<file path="src/rtl/adcgen_pkg.sv">
package adcgen_pkg;
  // strobes from sequence control to the clock/pulse datapath
  typedef struct packed {
    logic idle;     // block disabled: rewind and silence outputs
    logic restart;  // synchronized sync edge: rewind phase
    logic fire;     // start a trigger pulse this cycle
  } ctlStrobe_t;

  function automatic int unsigned lenMax(int unsigned a, int unsigned b, int unsigned c);
    int unsigned m;
    m = (a > b) ? a : b;
    return (m > c) ? m : c;
  endfunction
endpackage

</file>
<file path="src/rtl/adcgen_ctrl.sv">
module adcgen_ctrl
  import adcgen_pkg::*;
#(
  parameter int unsigned RISE_OFS  = 2,
  parameter int unsigned LEN_ONE   = 5,
  parameter int unsigned LEN_TWO   = 8,
  parameter int unsigned LEN_THREE = 13
) (
  input  logic       clk,
  input  logic       rstN,
  input  logic       enable,
  input  logic [1:0] chanMode,
  input  logic       syncIn,
  input  logic       phaseWrap,
  input  logic       phaseAtRise,
  output ctlStrobe_t ctl
);
  localparam int unsigned MAX_LEN = lenMax(LEN_ONE, LEN_TWO, LEN_THREE);
  localparam int unsigned SLOT_W  = (MAX_LEN > 1) ? $clog2(MAX_LEN) : 1;

  logic [2:0]        syncPipe;
  logic              syncRise;
  logic [1:0]        activeMode;
  logic [SLOT_W-1:0] slot;
  logic [SLOT_W-1:0] curLast;
  logic              periodEnd;
  logic              loadMode;

  // two synchronizer flops plus one edge-detect flop
  always_ff @(posedge clk or negedge rstN) begin
    if (!rstN) syncPipe <= '0;
    else       syncPipe <= {syncPipe[1:0], syncIn};
  end
  assign syncRise = syncPipe[1] & ~syncPipe[2];

  always_comb begin
    unique case (activeMode)
      2'd0:    curLast = SLOT_W'(LEN_ONE - 1);
      2'd1:    curLast = SLOT_W'(LEN_TWO - 1);
      default: curLast = SLOT_W'(LEN_THREE - 1);
    endcase
  end

  assign periodEnd = phaseWrap && (slot == curLast);
  assign ctl.idle    = !enable;
  assign ctl.restart = enable && syncRise;
  assign ctl.fire    = enable && !syncRise && (slot == '0) && phaseAtRise;
  assign loadMode    = ctl.idle || ctl.restart || periodEnd;

  always_ff @(posedge clk or negedge rstN) begin
    if (!rstN) begin
      slot       <= '0;
      activeMode <= 2'd0;
    end else if (ctl.idle || ctl.restart) begin
      slot       <= '0;
      activeMode <= chanMode;
    end else if (periodEnd) begin
      slot       <= '0;
      activeMode <= chanMode;
    end else if (phaseWrap) begin
      slot <= slot + 1'b1;
    end
  end

  assert_slot_range_R3: assert property (@(posedge clk) disable iff (!rstN)
    slot <= curLast);
  assert_mode_hold_R6: assert property (@(posedge clk) disable iff (!rstN)
    (activeMode != $past(activeMode)) |-> $past(loadMode));
  assert_restart_rewinds_R7: assert property (@(posedge clk) disable iff (!rstN)
    $past(ctl.restart) |-> (slot == '0));
endmodule

</file>
<file path="src/rtl/adcgen_datapath.sv">
module adcgen_datapath
  import adcgen_pkg::*;
#(
  parameter int unsigned DIV      = 4,
  parameter int unsigned HIGH_CYC = 2,
  parameter int unsigned RISE_OFS = 2,
  parameter int unsigned PULSE_W  = 2
) (
  input  logic       clk,
  input  logic       rstN,
  input  ctlStrobe_t ctl,
  output logic       phaseWrap,
  output logic       phaseAtRise,
  output logic       mclk,
  output logic       vsmp,
  output logic       sampleStb
);
  localparam int unsigned PH_W  = (DIV > 1) ? $clog2(DIV) : 1;
  localparam int unsigned CNT_W = $clog2(PULSE_W + 1);
  localparam int unsigned RUN_W = $clog2(PULSE_W + DIV + 2) + 1;

  logic [PH_W-1:0]  phase;
  logic [CNT_W-1:0] pulseLeft;

  assign phaseWrap   = (phase == PH_W'(DIV - 1));
  assign phaseAtRise = (phase == PH_W'(RISE_OFS));

  always_ff @(posedge clk or negedge rstN) begin
    if (!rstN)                        phase <= '0;
    else if (ctl.idle || ctl.restart) phase <= '0;
    else if (phaseWrap)               phase <= '0;
    else                              phase <= phase + 1'b1;
  end

  // all outputs come straight from flops
  always_ff @(posedge clk or negedge rstN) begin
    if (!rstN) begin
      mclk      <= 1'b0;
      vsmp      <= 1'b0;
      sampleStb <= 1'b0;
      pulseLeft <= '0;
    end else begin
      mclk      <= !ctl.idle && (phase < PH_W'(HIGH_CYC));
      sampleStb <= ctl.fire;
      if (ctl.idle) begin
        vsmp      <= 1'b0;
        pulseLeft <= '0;
      end else if (ctl.fire) begin
        vsmp      <= 1'b1;
        pulseLeft <= CNT_W'(PULSE_W - 1);
      end else if (pulseLeft != '0) begin
        vsmp      <= 1'b1;
        pulseLeft <= pulseLeft - 1'b1;
      end else begin
        vsmp      <= 1'b0;
      end
    end
  end

  // run-length observer for the pulse width check
  logic [RUN_W-1:0] highRun;
  always_ff @(posedge clk or negedge rstN) begin
    if (!rstN)     highRun <= '0;
    else if (vsmp) highRun <= highRun + 1'b1;
    else           highRun <= '0;
  end

  assert_pulse_width_R4: assert property (@(posedge clk) disable iff (!rstN)
    (!vsmp && highRun != '0 && !$past(ctl.idle)) |-> (highRun == RUN_W'(PULSE_W)));
  assert_pulse_not_long_R4: assert property (@(posedge clk) disable iff (!rstN)
    highRun <= RUN_W'(PULSE_W));
  assert_strobe_on_rise_R8: assert property (@(posedge clk) disable iff (!rstN)
    sampleStb |-> (vsmp && !$past(vsmp)));
  assert_mclk_rise_phase_R2: assert property (@(posedge clk) disable iff (!rstN)
    $rose(mclk) |-> ($past(phase) == '0));
endmodule

</file>
<file path="src/rtl/adc_trigger_gen.sv">
module adc_trigger_gen
  import adcgen_pkg::*;
#(
  parameter int unsigned DIV           = 4,
  parameter int unsigned RISE_OFS      = 2,
  parameter int unsigned PULSE_W       = 2,
  parameter int unsigned REF_PERIOD_PS = 6250,
  parameter int unsigned LEN_ONE       = 5,
  parameter int unsigned LEN_TWO       = 8,
  parameter int unsigned LEN_THREE     = 13
) (
  input  logic       clk,
  input  logic       rstN,
  input  logic       enable,
  input  logic [1:0] chanMode,
  input  logic       syncIn,
  output logic       mclk,
  output logic       vsmp,
  output logic       sampleStb
);
  localparam int unsigned HIGH_CYC   = DIV / 2;
  localparam int unsigned RISE_PS    = RISE_OFS * REF_PERIOD_PS;
  localparam int unsigned WIDTH_PS   = PULSE_W * REF_PERIOD_PS;
  localparam int unsigned FALL_AT    = RISE_OFS + PULSE_W;
  localparam bit          TIMING_OK  = (DIV >= 2) && (RISE_OFS < DIV) && (PULSE_W >= 1)
                                    && (RISE_PS >= 3000)
                                    && (WIDTH_PS >= 5000) && (WIDTH_PS <= 12500)
                                    && (FALL_AT > HIGH_CYC)
                                    && ((FALL_AT - HIGH_CYC) * REF_PERIOD_PS >= 7000);

  generate
    if (!TIMING_OK) begin : g_timing_reject
      $error("adc_trigger_gen: RISE_OFS/PULSE_W violate converter timing limits");
    end
  endgenerate

  ctlStrobe_t ctl;
  logic       phaseWrap;
  logic       phaseAtRise;

  adcgen_ctrl #(
    .RISE_OFS (RISE_OFS),
    .LEN_ONE  (LEN_ONE),
    .LEN_TWO  (LEN_TWO),
    .LEN_THREE(LEN_THREE)
  ) i_ctrl (
    .clk        (clk),
    .rstN       (rstN),
    .enable     (enable),
    .chanMode   (chanMode),
    .syncIn     (syncIn),
    .phaseWrap  (phaseWrap),
    .phaseAtRise(phaseAtRise),
    .ctl        (ctl)
  );

  adcgen_datapath #(
    .DIV     (DIV),
    .HIGH_CYC(HIGH_CYC),
    .RISE_OFS(RISE_OFS),
    .PULSE_W (PULSE_W)
  ) i_datapath (
    .clk        (clk),
    .rstN       (rstN),
    .ctl        (ctl),
    .phaseWrap  (phaseWrap),
    .phaseAtRise(phaseAtRise),
    .mclk       (mclk),
    .vsmp       (vsmp),
    .sampleStb  (sampleStb)
  );
endmodule

</file>
<file path="config.mk">
export PLATFORM = sky130hd
export DESIGN_NAME = adc_trigger_gen
export DESIGN_NICKNAME = d
export VERILOG_FILES = /design/src/rtl/adcgen_pkg.sv /design/src/rtl/adcgen_ctrl.sv /design/src/rtl/adcgen_datapath.sv /design/src/rtl/adc_trigger_gen.sv
export SDC_FILE = /design/constraint.sdc
export NUM_CORES = 1
export LEC_CHECK = 0
export BUFFER_PORTS_ARGS = -buffer_cell sky130_fd_sc_hd__buf_4
export CORE_ASPECT_RATIO = 1.2
export CORE_MARGIN = 2
export CORE_UTILIZATION = 40
export CTS_CLUSTER_SIZE = 28
export DETAILED_ROUTE_END_ITERATION = 16
export PLACE_DENSITY = 0.68
export SETUP_SLACK_MARGIN = 0.02
export SLEW_MARGIN = 25
export SYNTH_ARGS = -nofsm -noshare
export SYNTH_HDL_FRONTEND = slang
export SYNTH_HIERARCHICAL = 1
export SYNTH_SLANG_ARGS = --single-unit
export TNS_END_PERCENT = 30
</file>
<file path="constraint.sdc">
create_clock -name clk -period 2.7 [get_ports clk]
set_clock_uncertainty 0.2 [all_clocks]
set_input_delay 0.27 -clock clk [delete_from_list [all_inputs] [get_ports clk]]
set_output_delay 0.27 -clock clk [all_outputs]
set_load 0.01 [all_outputs]
</file>
==> flow_summary_export.csv <==
group,metric,value,unit
floorplanning,io_pins,9,
synth,synthCells,62,
final_layout,areaGrowthSynthToFinish,20.46,%
global_routing,grt_use_total,12.85,%
global_routing,grt_pass1_wl,1966,um
routing,ant_nets,0,
global_routing,grt_max_degree,17,
sta,worst_slew_margin_rel,68.87,%
final_layout,final_cell_mix,"dfrtp_1, buf_4, inv_1, ha_1",
routing,vias,474,
power,p_clk_share,24.0,%
critical_path,cp.arrival,1.74,ns
sta,hold_slack,0.1052,ns
power,combPwrFrac,21.0,%
critical_path,cp.required,2.67,ns
synth,synthFlopType,"dfrtp_1",
placed_design,dpl.hpwl,785.7,um
placed_design,port_buffers,8,
final_layout,layout.nets,90,
power,p_int,0.3736,mW
power,power,0.5098,mW
clock_network,path_clk_slew,0.09,ns
floorplanning,die_h,50.14,um
clock_network,cts_tree,"done",
clock_network,clk_latency,0.28,ns
routing,drc_errors,0,
sta,fin_crit,1.774,ns
clock_network,numClockSinks,16,
hold_path,hold_path_class,"primary input to flop",
sta,rsz0062_at_grt,"false",
critical_path,worstSetupPathType,"flop to flop",
synth,synth-edff-count,0,
status,outcome,"finished clean",
sta,max_clock_freq,0.5636,GHz
critical_path,worstSetupStartpointType,"flop",
placed_design,gp_congestion,0.8740,
critical_path,worstSetupStartpoint,"i_datapath/phase[0]",
final_layout,fillers,151,
power,power_switching,0.1362,mW
power,p_seq_share,55.0,%
routing,routed_wl,1102,um
global_routing,grt_pass1_vias,464,
critical_path,endpoint_kind,"flop",
clock_network,h-tree-depth,1,
synth,synthTopCellsByArea,"dfrtp_1, ha_1, xor2_1, inv_1, mux2_1",
global_routing,antenna_found_initial,0,
synth,async_flop_share,100.0,%
synth,yosys.area.top_type,"dfrtp_1",
power,p_leak,0.4012,nW
synth,syn_nets,73,
sta,fin_tns_setup,0,ns
sta,report.final.slew_viol_count,0,
synth,ys_ff_latch,16,
clock_network,root_buffer,"clkbuf_4",
clock_network,postCtsHoldBufs,4,
clock_network,clockBufferDepth,2,
clock_network,numCtsBuffers,3,
floorplanning,rows,16,
synth,ys_seq_area_share,56.44,%
floorplanning,core_region_area,1642,sq um
routing,post_drt_wl_per_cell,11.60,um
job,maxCapViolations,0,
routing,first_pass_iters,2,
synth,yosysTopAreaCellShare,56.44,%
floorplanning,initial_utilization,43.22,%
clock_network,post_cts_buffers,0,
sta,worstMarginPinSlew,0.4626,ns
sta,hold_viol,0,
final_layout,n_antenna_cell,0,
global_routing,grt-ovfl-total,0,
floorplanning,die_w,42.45,um
clock_network,cts_resized,0,
synth,yosysWarnings,6,
power,p_per_area,596.6,nW/um^2
routing,dr.first_iter.drc_count,6,
critical_path,r2r-start,"i_datapath/phase[0]",
hold_path,min-delay-start,"enable",
final_layout,layout_commonest_cell,"dfrtp_1",
power,ir_drop,0.3074,mV
routing,via_per_inst,4.989,
final_layout,final_layout_size_suffix_gt1_share,14.29,%
sta,period_share,65.72,%
synth,synth_area,709.4,sq um
synth,ys_types,19,
floorplanning,die-area,2128,sq um
power,p_sw_share,26.71,%
synth,syn_area_per_cell,11.44,sq um
critical_path,crit_fanout,7,
sta,setup_viol,0,
==> final cells by class <==
type,instances,area [sq um],area share (%)
clock buffers,3,22.52,2.635
flip-flops and latches,16,400.4,46.85
well taps,18,22.52,2.635
multi-input cells,39,282.8,33.09
repair buffers,12,100.1,11.71
inverters,7,26.28,3.075
==> power by group through the flow <==
stage	sequential [mW]	combinational, mW	clock (mW)
6_report	0.280	0.107	0.122
5_1_grt	0.285	0.120	0.138
4_1_cts	0.281	0.108	0.126
3_5_place_dp	0.286	0.103	0
3_3_place_gp	0.285	0.101	0
2_1_floorplan	0.287	0.0658	0
==> per-stage QoR <==
stage | setup slack (ns) | std cells | util (%) | area (sq um)
after floorplan | 1.033 | 62 | - | 709.4
after global placement | 0.9697 | 88 | 48.25 | 792.0
after detailed placement | 0.9504 | 88 | 48.25 | 792.0
after CTS | 0.9226 | 95 | 52.06 | 854.6
after global routing | 0.8129 | 95 | 52.06 | 854.6
final | 0.9256 | 95 | 52.06 | 854.6
==> Yosys cell counts, types with 2 or more instances <==
master	n
nor4_1	2
a21oi_1	3
nand2b_1	2
inv_1	7
nor3_1	4
xor2_1	4
nor2_1	4
ha_1	5
nand2_1	4
nand4_1	2
dfrtp_1	16
mux2_1	2
==> state kept, by name, indices dropped and copies added, names as in the netlist <==
| signal | count |
|---|---|
| i_ctrl/slot | 4 |
| i_ctrl/syncPipe | 3 |
| i_ctrl/activeMode | 2 |
| i_datapath/phase | 2 |
| i_datapath/pulseLeft | 2 |
| i_datapath/mclk | 1 |
| i_datapath/sampleStb | 1 |
| i_datapath/vsmp | 1 |
==> worst paths after layout <==
path | endpoint | slack, ns | cells past startpoint
max | i_ctrl/activeMode[1] | 0.93 | 4
min | i_ctrl/slot[0] | 0.11 | 3
max reg2reg | i_ctrl/activeMode[1] | 0.93 | 4
min reg2reg | i_ctrl/syncPipe[1] | 0.17 | 0
max in group asynchronous | i_ctrl/activeMode[0] | 1.96 | 2
min in group asynchronous | i_datapath/pulseLeft[0] | 0.17 | 2
==> cells by family after synthesis <==
logic type | after synthesis | synth area share, %
flip-flops | 16 | 56.44
AND/OR/NAND/NOR | 21 | 15.70
multiplexers | 3 | 4.585
buffers and inverters | 7 | 3.704
adder cells (fa/ha/maj) | 5 | 8.818
AO/OA/AOI/OAI | 6 | 5.820
XOR/XNOR | 4 | 4.938
==> layer usage <==
metal,global-route usage (%),wire length (um),up-vias
li1,-,-,242
met1,14.95,495,215
met2,19.49,521,13
met3,4.317,54,4
met4,9.375,30,0
met5,0,0,-
==> critical path, cell delays in order (launching register included) <==
cell and delay (ns):
dfrtp_1 0.38, ha_1 0.30, nand2_1 0.11, o311a_1 0.36, mux2_1 0.31
No activity file was read; power rests on OpenSTA's default activity.
